`config.mk`:
```
export PLATFORM = sky130hd
export DESIGN_NAME = lsu_priv_hit
export DESIGN_NICKNAME = d
export VERILOG_FILES = /design/src/rtl/lsu_priv_hit.sv
export SDC_FILE = /design/constraint.sdc
export NUM_CORES = 1
export LEC_CHECK = 0
export ABC_CLOCK_PERIOD_IN_PS = 2100
export BUFFER_PORTS_ARGS = -buffer_cell sky130_fd_sc_hd__buf_2
export CAP_MARGIN = 0
export CELL_PAD_IN_SITES_DETAIL_PLACEMENT = 1
export CELL_PAD_IN_SITES_GLOBAL_PLACEMENT = 1
export CORE_MARGIN = 3
export CORE_UTILIZATION = 26
export DETAILED_ROUTE_END_ITERATION = 10
export PLACE_DENSITY = 0.91
export SKIP_CTS_REPAIR_TIMING = 1
export SYNTH_ARGS = -nofsm -noshare
export SYNTH_HDL_FRONTEND = slang
export SYNTH_SLANG_ARGS = --single-unit
```
`constraint.sdc`:
```
create_clock -name clk -period 2.1 [get_ports clk]
set_input_delay 0.105 -clock clk [delete_from_list [all_inputs] [get_ports clk]]
set_output_delay 0.105 -clock clk [all_outputs]
set_load 0.005 [all_outputs]
```
`src/rtl/lsu_priv_hit.sv`:
```
module lsu_priv_hit #(
  parameter int WAYS       = 4,
  parameter int TAG_W      = 4,
  parameter int THREADS    = 4,
  parameter int LINE_BYTES = 8,
  parameter int IDX_W      = 4,
  localparam int TID_W     = (THREADS > 1) ? $clog2(THREADS) : 1,
  localparam int LINE_W    = LINE_BYTES * 8
) (
  input  logic                    clk,
  input  logic                    rst_n,
  input  logic                    req_valid,
  input  logic [TAG_W-1:0]        req_tag,
  input  logic                    req_store,
  input  logic                    req_flush,
  input  logic [TID_W-1:0]        req_thread,
  input  logic [WAYS*TAG_W-1:0]   way_tags,
  input  logic [WAYS-1:0]         way_can_rd,
  input  logic [WAYS-1:0]         way_can_wr,
  input  logic                    upd_valid,
  input  logic                    evict_valid,
  input  logic [IDX_W-1:0]        upd_index,
  input  logic [LINE_W-1:0]       upd_data,
  input  logic                    snp_valid,
  input  logic [IDX_W-1:0]        snp_index,
  input  logic [LINE_W-1:0]       snp_mem_data,
  output logic [WAYS-1:0]         hit_oh,
  output logic                    hit,
  output logic                    miss,
  output logic                    evict,
  output logic                    flush,
  output logic [THREADS-1:0]      sleep_req,
  output logic                    dmem_rd_en,
  output logic [LINE_BYTES-1:0]   dmem_wr_be,
  output logic [LINE_W-1:0]       snp_data
);

  logic              take_req, is_access, ld_miss, st_miss, any_miss;
  logic              is_repl, is_upd;
  logic [WAYS-1:0]   match;
  logic [THREADS-1:0] sleep_nx;
  logic [LINE_W-1:0] snp_nx;

  assign take_req = req_valid & ~upd_valid;
  assign is_access = take_req & ~req_flush;

  for (genvar w = 0; w < WAYS; w++) begin : g_way
    assign match[w] = take_req
                    && (way_tags[w*TAG_W +: TAG_W] == req_tag)
                    && (way_can_rd[w] || way_can_wr[w]);
  end

  assign ld_miss  = is_access & ~req_store & ~|(match & way_can_rd);
  assign st_miss  = is_access &  req_store & ~|(match & way_can_wr);
  assign any_miss = ld_miss | st_miss;

  for (genvar t = 0; t < THREADS; t++) begin : g_thr
    assign sleep_nx[t] = any_miss && (req_thread == TID_W'(t));
  end

  assign is_repl = upd_valid &  evict_valid;
  assign is_upd  = upd_valid & ~evict_valid;

  assign snp_nx = !snp_valid ? '0 :
                  (upd_valid && snp_index == upd_index) ? upd_data : snp_mem_data;

  always_ff @(posedge clk) begin
    if (!rst_n) begin
      hit_oh     <= '0;
      hit        <= 1'b0;
      miss       <= 1'b0;
      evict      <= 1'b0;
      flush      <= 1'b0;
      sleep_req  <= '0;
      dmem_rd_en <= 1'b0;
      dmem_wr_be <= '0;
      snp_data   <= '0;
    end else begin
      hit_oh     <= match;
      hit        <= |match;
      miss       <= any_miss;
      evict      <= is_repl;
      flush      <= take_req & req_flush;
      sleep_req  <= sleep_nx;
      dmem_rd_en <= is_repl;
      dmem_wr_be <= {LINE_BYTES{is_upd | is_repl}};
      snp_data   <= snp_nx;
    end
  end

endmodule

```
# Word-level counts from Yosys, hierarchy flattened
# Index checks and enable logic that the tools add are counted.
# totals
regBits	77
input_bits	174
out_inout_bits	85
wordCells	58
# classes
eq_ne	8
n_mux	1
bitwise_logic	17
reduce_logical	24
# ops
operator	n
2-to-1 mux 64 bit	1
== test 4 bit	5
logical AND 1 bit	13
OR reduction 4 bit	3
bitwise AND 1 bit	9
bitwise AND 4 bit	2
== test 2 bit (second input constant)	2
logical OR 1 bit	4
NOT 1 bit	4
== test 2 x 1 -> 1 bit (second input constant)	1
zero test 1 bit	2
zero test 2 bit	1
bitwise OR 1 bit	2
AND reduction 2 bit	1

# Depth between registers and ports, before layout
# Gate-level depths: netlist (run 1).
# logic_depth
depth_word	10
depth_mapped	7

# Worst setup path after synthesis (run 1)
# OpenSTA, ideal clock, no wires.
# synth_timing
path_type	input to register
start	in upd_valid
end	reg sleep_req[3]
setup_time_ps	130
arrival_time_ps	1187
required_time_ps	1970
slack_ps	783
stages	6
path_buffers	1
cell_sequence	nand2b_1 buf_2 nor3_1 a22oi_1 a32oi_2 nor3b_1
# synth_between
elab_chain_cells	10
word_cells_on_any_way	23
# synth_lines
item	line_no	source
start, declared	20	input logic upd_valid,
NOT 1 bit *	44	assign take_req = req_valid & ~upd_valid;
bitwise AND 1 bit *	44	
logical AND 1 bit	49	&& (way_tags[w*TAG_W +: TAG_W] == req_tag)
logical AND 1 bit	50	&& (way_can_rd[w] || way_can_wr[w]);
bitwise AND 4 bit (on tied branches)	53, 54	
OR reduction 4 bit (on tied branches)	53, 54	
zero test 1 bit (on tied branches)	53, 54	
bitwise AND 1 bit (on tied branches)	53, 54	
bitwise OR 1 bit *	55	assign any_miss = ld_miss | st_miss;
logical AND 1 bit *	58	assign sleep_nx[t] = any_miss && (req_thread == TID_W'(t));
end signal, assigned	84	sleep_req <= sleep_nx;
end, declared	32	output logic [THREADS-1:0] sleep_req,
# Every way passes the cells marked *; elsewhere a longest branch is shown, timed or not.
# A chain may end at the register's enable or synchronous reset.

# Worst setup path after layout (run 1)
# Same ends and word-level chain as after synthesis.

==> flow_summary.ini, run 1 <==
[grt]
gr-total-overflow = 0
wire_length_of_the_first_global_routing_pass_mm = 17.98
groute.usage.overall_pct = 17.68
antenna_found_initial = 0
grt_pass1_vias = 3761
maximum_number_of_pins_on_one_net_before_global_route_repair = 39

[logic_synthesis]
synth_cells = 359
synth_edf_count = 0
synth_top_family_by_area = simple AND/OR/NAND/NOR gates
synth-async-reset-ratio_pct = 0
post_synth_most_frequent_cells = sky130_fd_sc_hd__nand2_1, sky130_fd_sc_hd__dfxtp_1, sky130_fd_sc_hd__a21oi_1
synth-compound-area-share_pct = 14.15
syn-num-nets = 533
yosys.area_share.simple_pct = 22.45
dominantRegCellSynth = sky130_fd_sc_hd__dfxtp_1
seq_area_frac_synth_pct = 52.49
yosysTopAreaCell = sky130_fd_sc_hd__dfxtp_1
most_used_standard_cell_by_instance_count_after_synthesis = sky130_fd_sc_hd__nand2_1
post_synthesis_adder_cell_area_fraction_pct = 0
synth_seq_cells = 77
synth.avg_cell_area_um2 = 8.180
synth.top_cell.area_share_pct = 52.49
synth_mux_area_share_pct = 0
synthesis.area_um2 = 2937
total_number_of_yosys_warnings = 0
post_synth_xor_area_fraction_pct = 5.965
synth.top_cells.by_area = sky130_fd_sc_hd__dfxtp_1, sky130_fd_sc_hd__nand2_1, sky130_fd_sc_hd__a21oi_1, sky130_fd_sc_hd__xnor2_1, sky130_fd_sc_hd__xor2_1
ys_types = 28

[placement]
numPortBuffers = 258
place.detailed.hpwl_mm = 9.334
dp_cells = 734
placement.cell_area_um2 = 4319
last_weighted_congestion_value_of_the_routability_driven_placer = 0.8841

[cts]
numCtsBuffers = 9
h-tree-depth = 3
clk_pin_slew_ns = 0.05
root_buffer_selected_by_cts = sky130_fd_sc_hd__clkbuf_16
cts_tree = built
cts.sink_count = 77
clk_path_buf_depth = 2

[setup_path]
timing.setup.critical_path_class = in -> reg
crit_required_ns = 2.29
timing.critical_path.slowest_stage_cell = sky130_fd_sc_hd__nor3_1
worstPathCellList = buf_2 > nand2b_1 > nor3_1 > a22oi_1 > a32oi_2 > nor3b_1
slowest_delay_ns = 0.41
worst-endpoint-arrival_ns = 1.55
crit_path_end_kind = register
cp_num_buf_inv = 1
cp-start-kind = primary input
critical_path_peak_fanout = 8
critPathTopFamily = simple AND/OR/NAND/NOR gates

[floorplan]
die_height_um = 112.3
initial_utilization_pct = 26.85
floorplan.core_area_um2 = 10940
io_pins = 259
die_area_um2 = 12610
rows = 38
die_width_um = 112.3

[finish]
insertedDiodeCount = 0
final_cell_count_no_fill = 750
filler_cell_count = 1414
share_of_cells_above_drive_strength_1_pct = 46.56
area_growth_pct = 56.92
finish.instance_area_um2 = 4608
final_nets = 779

[pwr]
design_power_total_mw = 3.443
power.density_cell_area_nw_per_um2 = 747.1
p_leak_nw = 2.437
peak_supply_drop_uv = 319.8

[timing]
timing.final.crit_period_ns = 1.363
hold_viol_final = 0
finalSetupViolations = 0
achievable-frequency_mhz = 733.9
timing.max_slew.rel_slack_pct = 61.05
period_share_pct = 64.89
unrepaired_setup_endpoints_after_global_routing = no
slew_violations = 0
setup-tns-final_ns = 0
timing_worst_slew_pin_value_ns = 0.5822

[run]
maxCapViolCount = 0

[hold_path]
min_path_type = in -> reg

[drt]
dr.pass1.iters = 4
final_antenna_net_count = 0
detail_route.drc_violations = 0
drt_first_iter_violations = 113
avgRoutedWirePerCell_um = 15.25
via_per_inst = 4.555
via_count = 3416
postRouteWirelength_mm = 11.44

[outcome]
status = complete, no violations
==> registers in the layout, summed over array words and instances, names as in the netlist <==
register	cells
snp_data	64
hit_oh	4
sleep_req	4
dmem_rd_en	1
dmem_wr_be	1
flush	1
hit	1
miss	1
==> path summary, 6_finish.rpt <==
check	startpoint	to	slack, ns	depth (start not counted)
setup / recovery	upd_valid	sleep_req[3]	0.74	6
hold / removal	req_thread[1]	sleep_req[1]	0.01	2
==> cells in the final DEF, fill, tap and decap left out, drive strengths merged, types with 2 or more instances in the layout <==
cell,instances
inv,2
nor3,6
xnor2,11
clkinv,3
nand3,3
nor4,3
a22oi,2
nor2,5
and2,4
clkbuf,13
buf,263
xor2,9
dfxtp,77
a21oi,64
nand2,132
o21a,3
==> through the flow <==
step	hold WS, ns	worst slack, ns	utilization, %
3_3_place_gp	0.3146	0.5165	39.50
5_1_grt	0.005364	0.6251	42.14
4_1_cts	-0.007590	0.7566	42.14
3_5_place_dp	0.3270	0.4289	39.50
2_1_floorplan	0.1764	0.7830	-
6_report	0.01262	0.7374	42.14
==> per-layer routing <==
layer | GRT usage (%) | part of all wire [%] | vias up
li1 | - | - | 1651
met3 | 5.175 | 8.8 | 41
met2 | 32.14 | 51 | 184
met5 | 0 | 0 | -
met1 | 18.27 | 37 | 1540
met4 | 9.295 | 4.0 | 0
==> final cells by class <==
class                           instances  area (µm²)  share of cell area [%]
Clock inverter                          3       18.77                  0.4073
Clock buffer                           13       270.3                   5.865
Tap cell                              140       175.2                   3.801
Multi-Input combinational cell        252        1254                   27.21
Timing Repair Buffer                  263        1341                   29.11
Inverter                                2       7.507                  0.1629
Sequential cell                        77        1541                   33.45
==> kinds of logic after synthesis <==
group | Yosys count
DFF | 77
and+or+nand+nor | 159
xor gates and xnor gates | 20
AOI/OAI and AO/OA | 73
buffers and inverters | 30
==> power breakdown <==
group          internal [mW]  switching (mW)
combinational          0.228           0.222
clock                  0.895           0.562
sequential              1.52          0.0156
Note: power is estimated with default switching activity, not from simulation.
==> run 2: changes to the inputs <==
--- a/config.mk
+++ b/config.mk
@@ -5,15 +5,15 @@
 export SDC_FILE = /design/constraint.sdc
 export NUM_CORES = 1
 export LEC_CHECK = 0
-export ABC_CLOCK_PERIOD_IN_PS = 2100
+export ABC_CLOCK_PERIOD_IN_PS = 1200
 export BUFFER_PORTS_ARGS = -buffer_cell sky130_fd_sc_hd__buf_2
 export CAP_MARGIN = 0
 export CELL_PAD_IN_SITES_DETAIL_PLACEMENT = 1
 export CELL_PAD_IN_SITES_GLOBAL_PLACEMENT = 1
 export CORE_MARGIN = 3
-export CORE_UTILIZATION = 26
+export CORE_UTILIZATION = 22
 export DETAILED_ROUTE_END_ITERATION = 10
-export PLACE_DENSITY = 0.91
+export PLACE_DENSITY = 0.83
 export SKIP_CTS_REPAIR_TIMING = 1
 export SYNTH_ARGS = -nofsm -noshare
 export SYNTH_HDL_FRONTEND = slang
==> constraint.sdc (replaced) <==
create_clock -name clk -period 1.2 [get_ports clk]
set_input_delay 0.06 -clock clk [delete_from_list [all_inputs] [get_ports clk]]
set_output_delay 0.06 -clock clk [all_outputs]
set_load 0.005 [all_outputs]
==> run 2 against run 1 <==
Compared with the run above:
- the run now ends with hold timing, setup timing left
- core utilization is 5.4 points higher
- count of clock-buffer cells in the layout is 3 lower
- sequential share of layout area is 8.2 points lower
- sequential power is 75% higher
- critical path type unchanged
- largest cell class is now buffers
==> flow_summary.ini, run 2 (synthesis results as in run 1) <==
[grt]
groute.usage.overall_pct = 15.23
antenna_found_initial = 1
wire_length_of_the_first_global_routing_pass_mm = 17.54
gr-total-overflow = 0
grt_pass1_vias = 3581
maximum_number_of_pins_on_one_net_before_global_route_repair = 44

[floorplan]
initial_utilization_pct = 22.90
io_pins = 259
floorplan.core_area_um2 = 12820
die_height_um = 121.5
die_area_um2 = 14770
die_width_um = 121.5
rows = 41

[timing]
final.setup.worst_slack_ns = -0.02690
timing.max_slew.rel_slack_pct = 75.46
timing_worst_slew_pin_value_ns = 0.3681
holdWs_ns = -0.02790
finalSetupViolations = 4
timing.final.crit_period_ns = 1.227
hold_viol_final = 5
period_share_pct = 102.2
slew_violations = 0
achievable-frequency_mhz = 815.1

[finish]
layout.cells.most_common = sky130_fd_sc_hd__buf_2
register_area_um2 = 1541
final_cell_count_no_fill = 912
largest_reg_flops = 64
area_growth_pct = 107.5
largest-register = snp_data
filler_cell_count = 1581
multiInputGateArea_um2 = 1345
final_nets = 908
layout_common_cells = sky130_fd_sc_hd__buf_2, sky130_fd_sc_hd__nand2_1, sky130_fd_sc_hd__dlygate4sd3_1, sky130_fd_sc_hd__dfxtp_1, sky130_fd_sc_hd__a21oi_1
largest_registers = snp_data x64, hit_oh x4, sleep_req x4
share_of_cells_above_drive_strength_1_pct = 41.14

[setup_path]
cp-start-kind = primary input
crit_cells = 7
timing.setup.critical_path_class = in -> reg
critPathTopFamily = compound AO/OA/AOI/OAI gates
worst-endpoint-arrival_ns = 1.43
critical_path_start = req_tag[2]
critical_path_peak_fanout = 5
crit_required_ns = 1.41
slowest_delay_ns = 0.36
worstPathCellList = buf_4 > xnor2_1 > nand3_2 > nor3_4 > a22oi_2 > a32oi_4 > nor3b_1
worstSetupEndpoint = sleep_req[3]
crit_path_end_kind = register
timing.critical_path.slowest_stage_cell = sky130_fd_sc_hd__a32oi_4
cp_num_buf_inv = 1

[drt]
via_count = 4118
via_per_inst = 4.515
avgRoutedWirePerCell_um = 17.75
detail_route.drc_violations = 0
drt_first_iter_violations = 174
postRouteWirelength_mm = 16.18
final_antenna_net_count = 0
dr.pass1.iters = 4

[pwr]
design_power_total_mw = 6.873
power.share.sequential_pct = 39.1
relative_contribution_of_combinational_cells_to_total_power_pct = 17.7
clockPowerShare_pct = 43.2
p_leak_nw = 3.034
power.density_cell_area_nw_per_um2 = 1128
power.share.switching_pct = 23.88
power_switching_mw = 1.641
peak_supply_drop_uv = 759.4
power_report.internal_total_mw = 5.231

[cts]
clk_path_buf_depth = 2
cts_tree = built
numCtsBuffers = 9
root_buffer_selected_by_cts = sky130_fd_sc_hd__clkbuf_16
cts.sink_count = 77
h-tree-depth = 3
clk_pin_slew_ns = 0.06

[placement]
place_ws_ns = -0.3844
place.detailed.hpwl_mm = 9.166
numPortBuffers = 258
last_weighted_congestion_value_of_the_routability_driven_placer = 0.8375
dp_cells = 773

[outcome]
failed_checks = hold timing, setup timing
status = finished, violations left

[run]
maxCapViolCount = 0

[hold_path]
min_path_type = in -> reg
## run 2: cell count changes in the layout (fill, tap and decap cells not counted), moves of 3 or more
cell / change
sky130_fd_sc_hd__nor3_1: -4
sky130_fd_sc_hd__buf_2: -4
sky130_fd_sc_hd__dlygate4sd3_1: +122
sky130_fd_sc_hd__xor2_2: +3
sky130_fd_sc_hd__xor2_1: -3
sky130_fd_sc_hd__nor3_2: +3
sky130_fd_sc_hd__buf_4: +7
## run 2: power by group through the flow
stage / clock network, mW / logic, mW / registers, mW
global placement: 0 / 0.791 / 2.74
detailed placement: 0 / 0.808 / 2.74
finish: 2.97 / 1.22 / 2.69
floorplan: 0 / 0.282 / 2.76
CTS: 3.05 / 0.812 / 2.69
global route: 3.16 / 1.32 / 2.70
## run 2: worst min path at each step
stage | depth (start not counted) | slack (ns) | startpoint | end
6_report | 3 | -0.03 | snp_mem_data[20] | snp_data[20]
4_1_cts | 2 | -0.09 | req_thread[1] | sleep_req[1]
2_1_floorplan | 1 | 0.13 | req_thread[0] | sleep_req[2]
5_1_grt | 3 | -0.02 | snp_mem_data[20] | snp_data[20]
3_5_place_dp | 2 | 0.27 | req_thread[1] | sleep_req[1]
3_3_place_gp | 2 | 0.27 | req_thread[1] | sleep_req[1]
## run 2: cell type report
type                    count  share of cell area (%)
diodes                      1                 0.04106
clock buffers              10                   3.921
clock inverters             6                   1.417
inverters                   2                  0.1232
multi-input cells         252                   22.07
flip-flops and latches     77                   25.29
well taps                 172                   3.531
repair buffers            392                   43.60
## run 2: routing by layer
metal	global-route usage, %	wire (µm)	vias up	share of wire, %
met5	0	0	-	0
met4	5.672	786	0	4.9
met3	5.850	1109	61	6.9
met2	27.25	8864	194	55
met1	16.23	5423	1958	34
li1	-	-	1905	-
## run 2: stage by stage
stage	util, %	hold WS, ns	instance area (µm²)	setup TNS (ns)
after floorplan	-	0.1314	2942	-0.2741
after global placement	34.63	0.2747	4442	-6.603
after detailed placement	34.63	0.2735	4442	-9.526
after CTS	37.17	-0.08773	4767	-0.03683
after global routing	47.52	-0.01635	6095	-0.3275
final	47.52	-0.02790	6095	-0.04334
## run 2: worst min-delay path, cell delays in order
cell and delay (ns):
sky130_fd_sc_hd__buf_2 0.10, sky130_fd_sc_hd__nand2_1 0.05, sky130_fd_sc_hd__a21oi_1 0.05
